### config.mk
export PLATFORM = sky130hd
export DESIGN_NAME = bus_fault_capture
export DESIGN_NICKNAME = d
export VERILOG_FILES = /design/src/rtl/bfc_pkg.sv /design/src/rtl/bfc_addr_adjust.sv /design/src/rtl/bfc_syn_steer.sv /design/src/rtl/bus_fault_capture.sv
export SDC_FILE = /design/constraint.sdc
export NUM_CORES = 1
export LEC_CHECK = 0
export ABC_AREA = 1
export CAP_MARGIN = 20
export CORE_MARGIN = 2
export CORE_UTILIZATION = 40
export DETAILED_ROUTE_END_ITERATION = 12
export PLACE_DENSITY = 0.88
export SYNTH_ARGS = -nofsm -noshare
export SYNTH_HDL_FRONTEND = slang
export SYNTH_SLANG_ARGS = --single-unit
### constraint.sdc
create_clock -name clk -period 3.1 [get_ports clk]
set_input_delay 0.31 -clock clk [delete_from_list [all_inputs] [get_ports clk]]
set_output_delay 0.31 -clock clk [all_outputs]
set_load 0.05 [all_outputs]
### src/rtl/bfc_pkg.sv
package bfc_pkg;
    localparam int REG_W       = 32;
    localparam int FIELD_W     = 28;
    localparam int SYN_W       = 7;
    localparam int HALF_W      = REG_W / 2;
    localparam int HALF_PAD_W  = HALF_W - 2 - SYN_W;

    localparam logic SEL_ADDR = 1'b0;
    localparam logic SEL_SYN  = 1'b1;

    typedef struct packed {
        logic               valid;
        logic               cpu;
        logic               wr;
        logic               ecc;
        logic [FIELD_W-1:0] addr;
    } ear_t;

    typedef struct packed {
        logic                  ok;
        logic                  single;
        logic [HALF_PAD_W-1:0] pad;
        logic [SYN_W-1:0]      syn;
    } syn_half_t;

    typedef struct packed {
        ear_t      ear;
        syn_half_t hi;
        syn_half_t lo;
    } rec_t;
endpackage

### src/rtl/bfc_addr_adjust.sv
module bfc_addr_adjust #(
    parameter int ADDR_W = 28,
    parameter int LOW_W  = 12,
    parameter int SKEW   = 5
) (
    input  logic [ADDR_W-1:0] word_in,
    input  logic              ecc_read,
    output logic [ADDR_W-1:0] word_out
);
    localparam logic [LOW_W-1:0] SKEW_V = LOW_W'(SKEW);

    logic [LOW_W-1:0] low_skewed;

    generate
        if (ADDR_W > LOW_W) begin : g_split
            always_comb begin
                low_skewed = word_in[LOW_W-1:0] + SKEW_V;
                word_out   = ecc_read ? {word_in[ADDR_W-1:LOW_W], low_skewed} : word_in;
            end
        end else begin : g_flat
            always_comb begin
                low_skewed = LOW_W'(word_in) + SKEW_V;
                word_out   = ecc_read ? ADDR_W'(low_skewed) : word_in;
            end
        end
    endgenerate
endmodule

### src/rtl/bfc_syn_steer.sv
module bfc_syn_steer
    import bfc_pkg::*;
(
    input  logic             bank_hi,
    input  logic             is_ecc,
    input  logic             syn_ok,
    input  logic             syn_single,
    input  logic [SYN_W-1:0] syn,
    output syn_half_t        half_lo,
    output syn_half_t        half_hi
);
    syn_half_t packed_half;

    always_comb begin
        packed_half.ok     = syn_ok;
        packed_half.single = syn_single;
        packed_half.pad    = '0;
        packed_half.syn    = syn;
        half_lo = '0;
        half_hi = '0;
        if (is_ecc) begin
            if (bank_hi) half_hi = packed_half;
            else         half_lo = packed_half;
        end
    end
endmodule

### src/rtl/bus_fault_capture.sv
module bus_fault_capture
    import bfc_pkg::*;
#(
    parameter int ADDR_W = 28,
    parameter int LOW_W  = 12,
    parameter int SKEW   = 5
) (
    input  logic              clk,
    input  logic              rst_n,
    input  logic              flt_valid,
    input  logic              flt_is_cpu,
    input  logic              flt_is_write,
    input  logic              flt_is_ecc,
    input  logic [ADDR_W-1:0] flt_word_addr,
    input  logic              flt_syn_ok,
    input  logic              flt_syn_single,
    input  logic [SYN_W-1:0]  flt_syn,
    input  logic              reg_sel,
    input  logic              reg_wr,
    input  logic [REG_W-1:0]  reg_wdata,
    output logic [REG_W-1:0]  reg_rdata,
    output logic              irq
);
    localparam logic [LOW_W-1:0] SKEW_V = LOW_W'(SKEW);

    rec_t              rec_d, rec_q;
    logic [ADDR_W-1:0] adj_word;
    syn_half_t         steer_lo, steer_hi;
    logic              clr_wr;
    logic              take;
    logic              wdata_unused;

    // Content of a write is irrelevant: any write to the address register clears.
    assign wdata_unused = ^reg_wdata;

    bfc_addr_adjust #(
        .ADDR_W (ADDR_W),
        .LOW_W  (LOW_W),
        .SKEW   (SKEW)
    ) addr_adj_i (
        .word_in  (flt_word_addr),
        .ecc_read (flt_is_ecc && !flt_is_write),
        .word_out (adj_word)
    );

    bfc_syn_steer syn_steer_i (
        .bank_hi    (flt_word_addr[0]),
        .is_ecc     (flt_is_ecc),
        .syn_ok     (flt_syn_ok),
        .syn_single (flt_syn_single),
        .syn        (flt_syn),
        .half_lo    (steer_lo),
        .half_hi    (steer_hi)
    );

    always_comb begin
        rec_d  = rec_q;
        clr_wr = reg_wr && (reg_sel == SEL_ADDR);
        take   = flt_valid && (!rec_q.ear.valid || clr_wr);
        if (clr_wr) begin
            rec_d = '0;
        end
        if (take) begin
            rec_d.ear.valid = 1'b1;
            rec_d.ear.cpu   = flt_is_cpu;
            rec_d.ear.wr    = flt_is_write;
            rec_d.ear.ecc   = flt_is_ecc;
            rec_d.ear.addr  = FIELD_W'(adj_word);
            rec_d.lo        = steer_lo;
            rec_d.hi        = steer_hi;
        end
    end

    always_ff @(posedge clk) begin
        if (!rst_n) rec_q <= '0;
        else        rec_q <= rec_d;
    end

    assign reg_rdata = (reg_sel == SEL_SYN) ? {rec_q.hi, rec_q.lo} : rec_q.ear;
    assign irq       = rec_q.ear.valid;

    // a fresh fault raises the interrupt at the next edge
    p_capture_raises_irq_r2: assert property (@(posedge clk) disable iff (!rst_n)
        (flt_valid && !irq) |=> irq);

    // a held record does not move unless the address register is written
    p_first_wins_r3: assert property (@(posedge clk) disable iff (!rst_n)
        (irq && !(reg_wr && reg_sel == SEL_ADDR)) |=> $stable(rec_q));

    // a clear with no new fault leaves the interrupt low
    p_clear_drops_irq_r4: assert property (@(posedge clk) disable iff (!rst_n)
        (reg_wr && reg_sel == SEL_ADDR && !flt_valid) |=> !irq);

    // skew of the low field for ECC read faults
    p_read_skew_r5: assert property (@(posedge clk) disable iff (!rst_n)
        (flt_valid && !irq && flt_is_ecc && !flt_is_write) |=>
        (rec_q.ear.addr[LOW_W-1:0] == LOW_W'($past(flt_word_addr[LOW_W-1:0]) + SKEW_V)));

    // only the bank chosen by the word-address LSB is loaded
    p_bank_steer_r7: assert property (@(posedge clk) disable iff (!rst_n)
        (flt_valid && !irq && flt_is_ecc) |=>
        ($past(flt_word_addr[0]) ? (rec_q.lo == '0) : (rec_q.hi == '0)));

    // non-ECC faults leave both syndrome halves clear
    p_no_syn_non_ecc_r8: assert property (@(posedge clk) disable iff (!rst_n)
        (flt_valid && !irq && !flt_is_ecc) |=> ({rec_q.hi, rec_q.lo} == '0));
endmodule

==> results.ini <==
[clocking]
cts_buffers = 5
cts-root-buf = clkbuf_8
cts_max_level = 2
clk_path_buf_depth = 2
cts_resized = 0
cts_tree = built
cts_hold_buf = 0
clock_sinks = 50
postCtsSetupBuffers = 0
clk_pin_slew_ns = 0.09
clock_latency_ns = 0.30

[timing]
max_slew_margin_pct = 51.17
fin_crit_ns = 2.041
holdWs_ns = 0.4654
fmax_mhz = 490.0
fin_ws_ns = 1.059
tightest_slew_ns = 0.7316
drv_slew = 0
fin_tns_setup_ns = 0
rsz0062_at_grt = no
post-route-period-util_pct = 65.84
setup_violations = 0
finClkSkew_ns = 0.004567
hold_viol = 0

[setup_path]
path_cells = clkdlybuf4s50_1 -> inv_6 -> nand2_4 -> nand2_2 -> nand2_4 -> nand2_2 -> clkinv_2 -> nand2_1 -> a21oi_1
slowest_stage = clkinv_2
critPathCaptureType = flop
path_buf_inv = 3
start_kind = input port
crit_family = buffers and inverters
slowest_delay_ns = 0.56
crit_required_ns = 3.28
path_class = input port to flop
worstPathArrival_ns = 2.22
critPathMaxFanout = 49

[final_layout]
num-nets-final = 517
fillers = 550
drive_gt1_share_pct = 16.36
antenna_cells = 0
final_cell_count_no_fill = 515
area_growth_pct = 39.95
fin_util_pct = 58.75
fin_area_um2 = 3520

[global_route]
antenna_found_initial = 0
grt_remaining_overflow = 0
grt_pass1_vias = 2536
grt_usage_pct = 19.22
grt_pass1_wl_um = 11250
grt_start_max_net_pins = 50

[power]
ir_drop_mv = 0.1845
p_total_mw = 1.466
powerDensity_nw_per_um2 = 416.4
p_leak_nw = 1.465

[floorplanning]
start_util_pct = 41.98
die_h_um = 83.29
die-area_um2 = 6937
rows = 28
io_pins = 110
coreArea_um2 = 5991
fp.dieW_um = 83.29

[route]
viasPerCell = 5.093
wire_per_inst_um = 12.84
drt_wl_total_um = 6611
postRouteAntennaNets = 0
first_pass_iters = 4
routed-via-count = 2623
drc = 0
drtIter0Drc = 254

[synth]
synth_area_per_cell_um2 = 6.742
synth_cell_type_count = 26
syn_inst = 373
synth-seq-cells = 50
yosys_warnings = 0
synth_area_um2 = 2515
yosysSeqAreaShare_pct = 39.80
syn-num-nets = 451

[place]
place_area_um2 = 3415
dp_slack_ns = 0.7715
dp_cells = 507
place.gp.congestion = 0.7921
portBuffers = 77
dp.final_hpwl_um = 4641

[run]
cap_violations = 0

[min_path]
hp-class = flop to flop

[run_status]
status = completed

-- cell type report --
class / instances / area, um2 / area share [%]
clock inverter: 1 / 8.758 / 0.2488
clock buffer: 7 / 96.34 / 2.737
multi-input combinational: 271 / 1259 / 35.76
inverter: 31 / 122.6 / 3.484
sequential: 50 / 1001 / 28.44
timing repair buffer: 80 / 938.4 / 26.66
tap: 75 / 93.84 / 2.666
-- flip-flops by register name, summed over array words and instances (netlist names) --
register	flops
rec_q	49
irq	1
-- report_power, final --
part	internal (mW)	switching, mW
combinational	0.146	0.209
clock	0.205	0.217
sequential	0.672	0.0167
total	1.02	0.443
-- cells in the mapped netlist --
library cell  instances  area, um2
inv_2                 1      3.750
nand2_4               2      22.52
a21oi_2              10      87.58
o21ai_0               3      15.01
buf_8                 1      15.01
a21oi_1              43      215.2
a21o_1                1      7.510
inv_1                28      105.1
clkinv_2              1      5.000
nand4_1              13      81.33
inv_6                 1      8.760
nand2_1             148      555.5
clkbuf_1             10      37.54
nor2_1               21      78.83
ha_1                  1      12.51
nor2_4                1      11.26
xnor2_1               1      8.760
buf_6                 5      56.30
nand3b_1              2      15.01
o21bai_1              1      7.510
nand3_1              10      50.05
nand2_2              13      81.33
xor2_1                1      8.760
buf_2                 4      20.02
dfxtp_1              50       1001
buf_1                 1      3.750
-- routing by layer --
layer / vias up / routed length, um / GRT usage, %
met2: 104 / 3286 / 34.68
met3: 9 / 489 / 4.771
li1: 1308 / - / -
met4: 0 / 66 / 4.322
met5: - / 0 / 0
met1: 1202 / 2768 / 22.88
-- worst paths after layout --
kind	from	end	slack [ns]	cells past startpoint
min	rec_q[59]	rec_q[59]	0.47	2
min reg2reg	rec_q[59]	rec_q[59]	0.47	2
max reg2reg	irq	rec_q[4]	1.45	6
max	reg_sel	rec_q[4]	1.06	9
-- worst min-delay path, delay by kind of cell (launching register included) --
family             cells  cell delay [ns]
AOI/OAI and AO/OA      1             0.05
DFF                    1             0.32
and+or+nand+nor        1             0.06
-- kinds of logic after synthesis --
kind of cell | Yosys count | synth area share [%]
simple gates | 210 | 35.62
buf+inv | 52 | 10.15
flops | 50 | 39.80
xor+xnor | 2 | 0.6966
compound gates | 58 | 13.23
fa+ha+maj | 1 | 0.4974
-- placed cells by master (no fill, tap or decap), types with 2 or more instances in the layout --
cell type and instances:
a21oi_1 43, clkdlybuf4s50_1 45, buf_4 17, nand2_4 2
nand3b_1 2, nand3_1 10, dfxtp_1 50, a21oi_2 10
o21ai_0 3, buf_12 18, clkbuf_8 7, nor2_1 21
nand4_1 13, inv_1 27, nand2_1 148, nand2_2 13
Power figures use the tool's default switching activity.
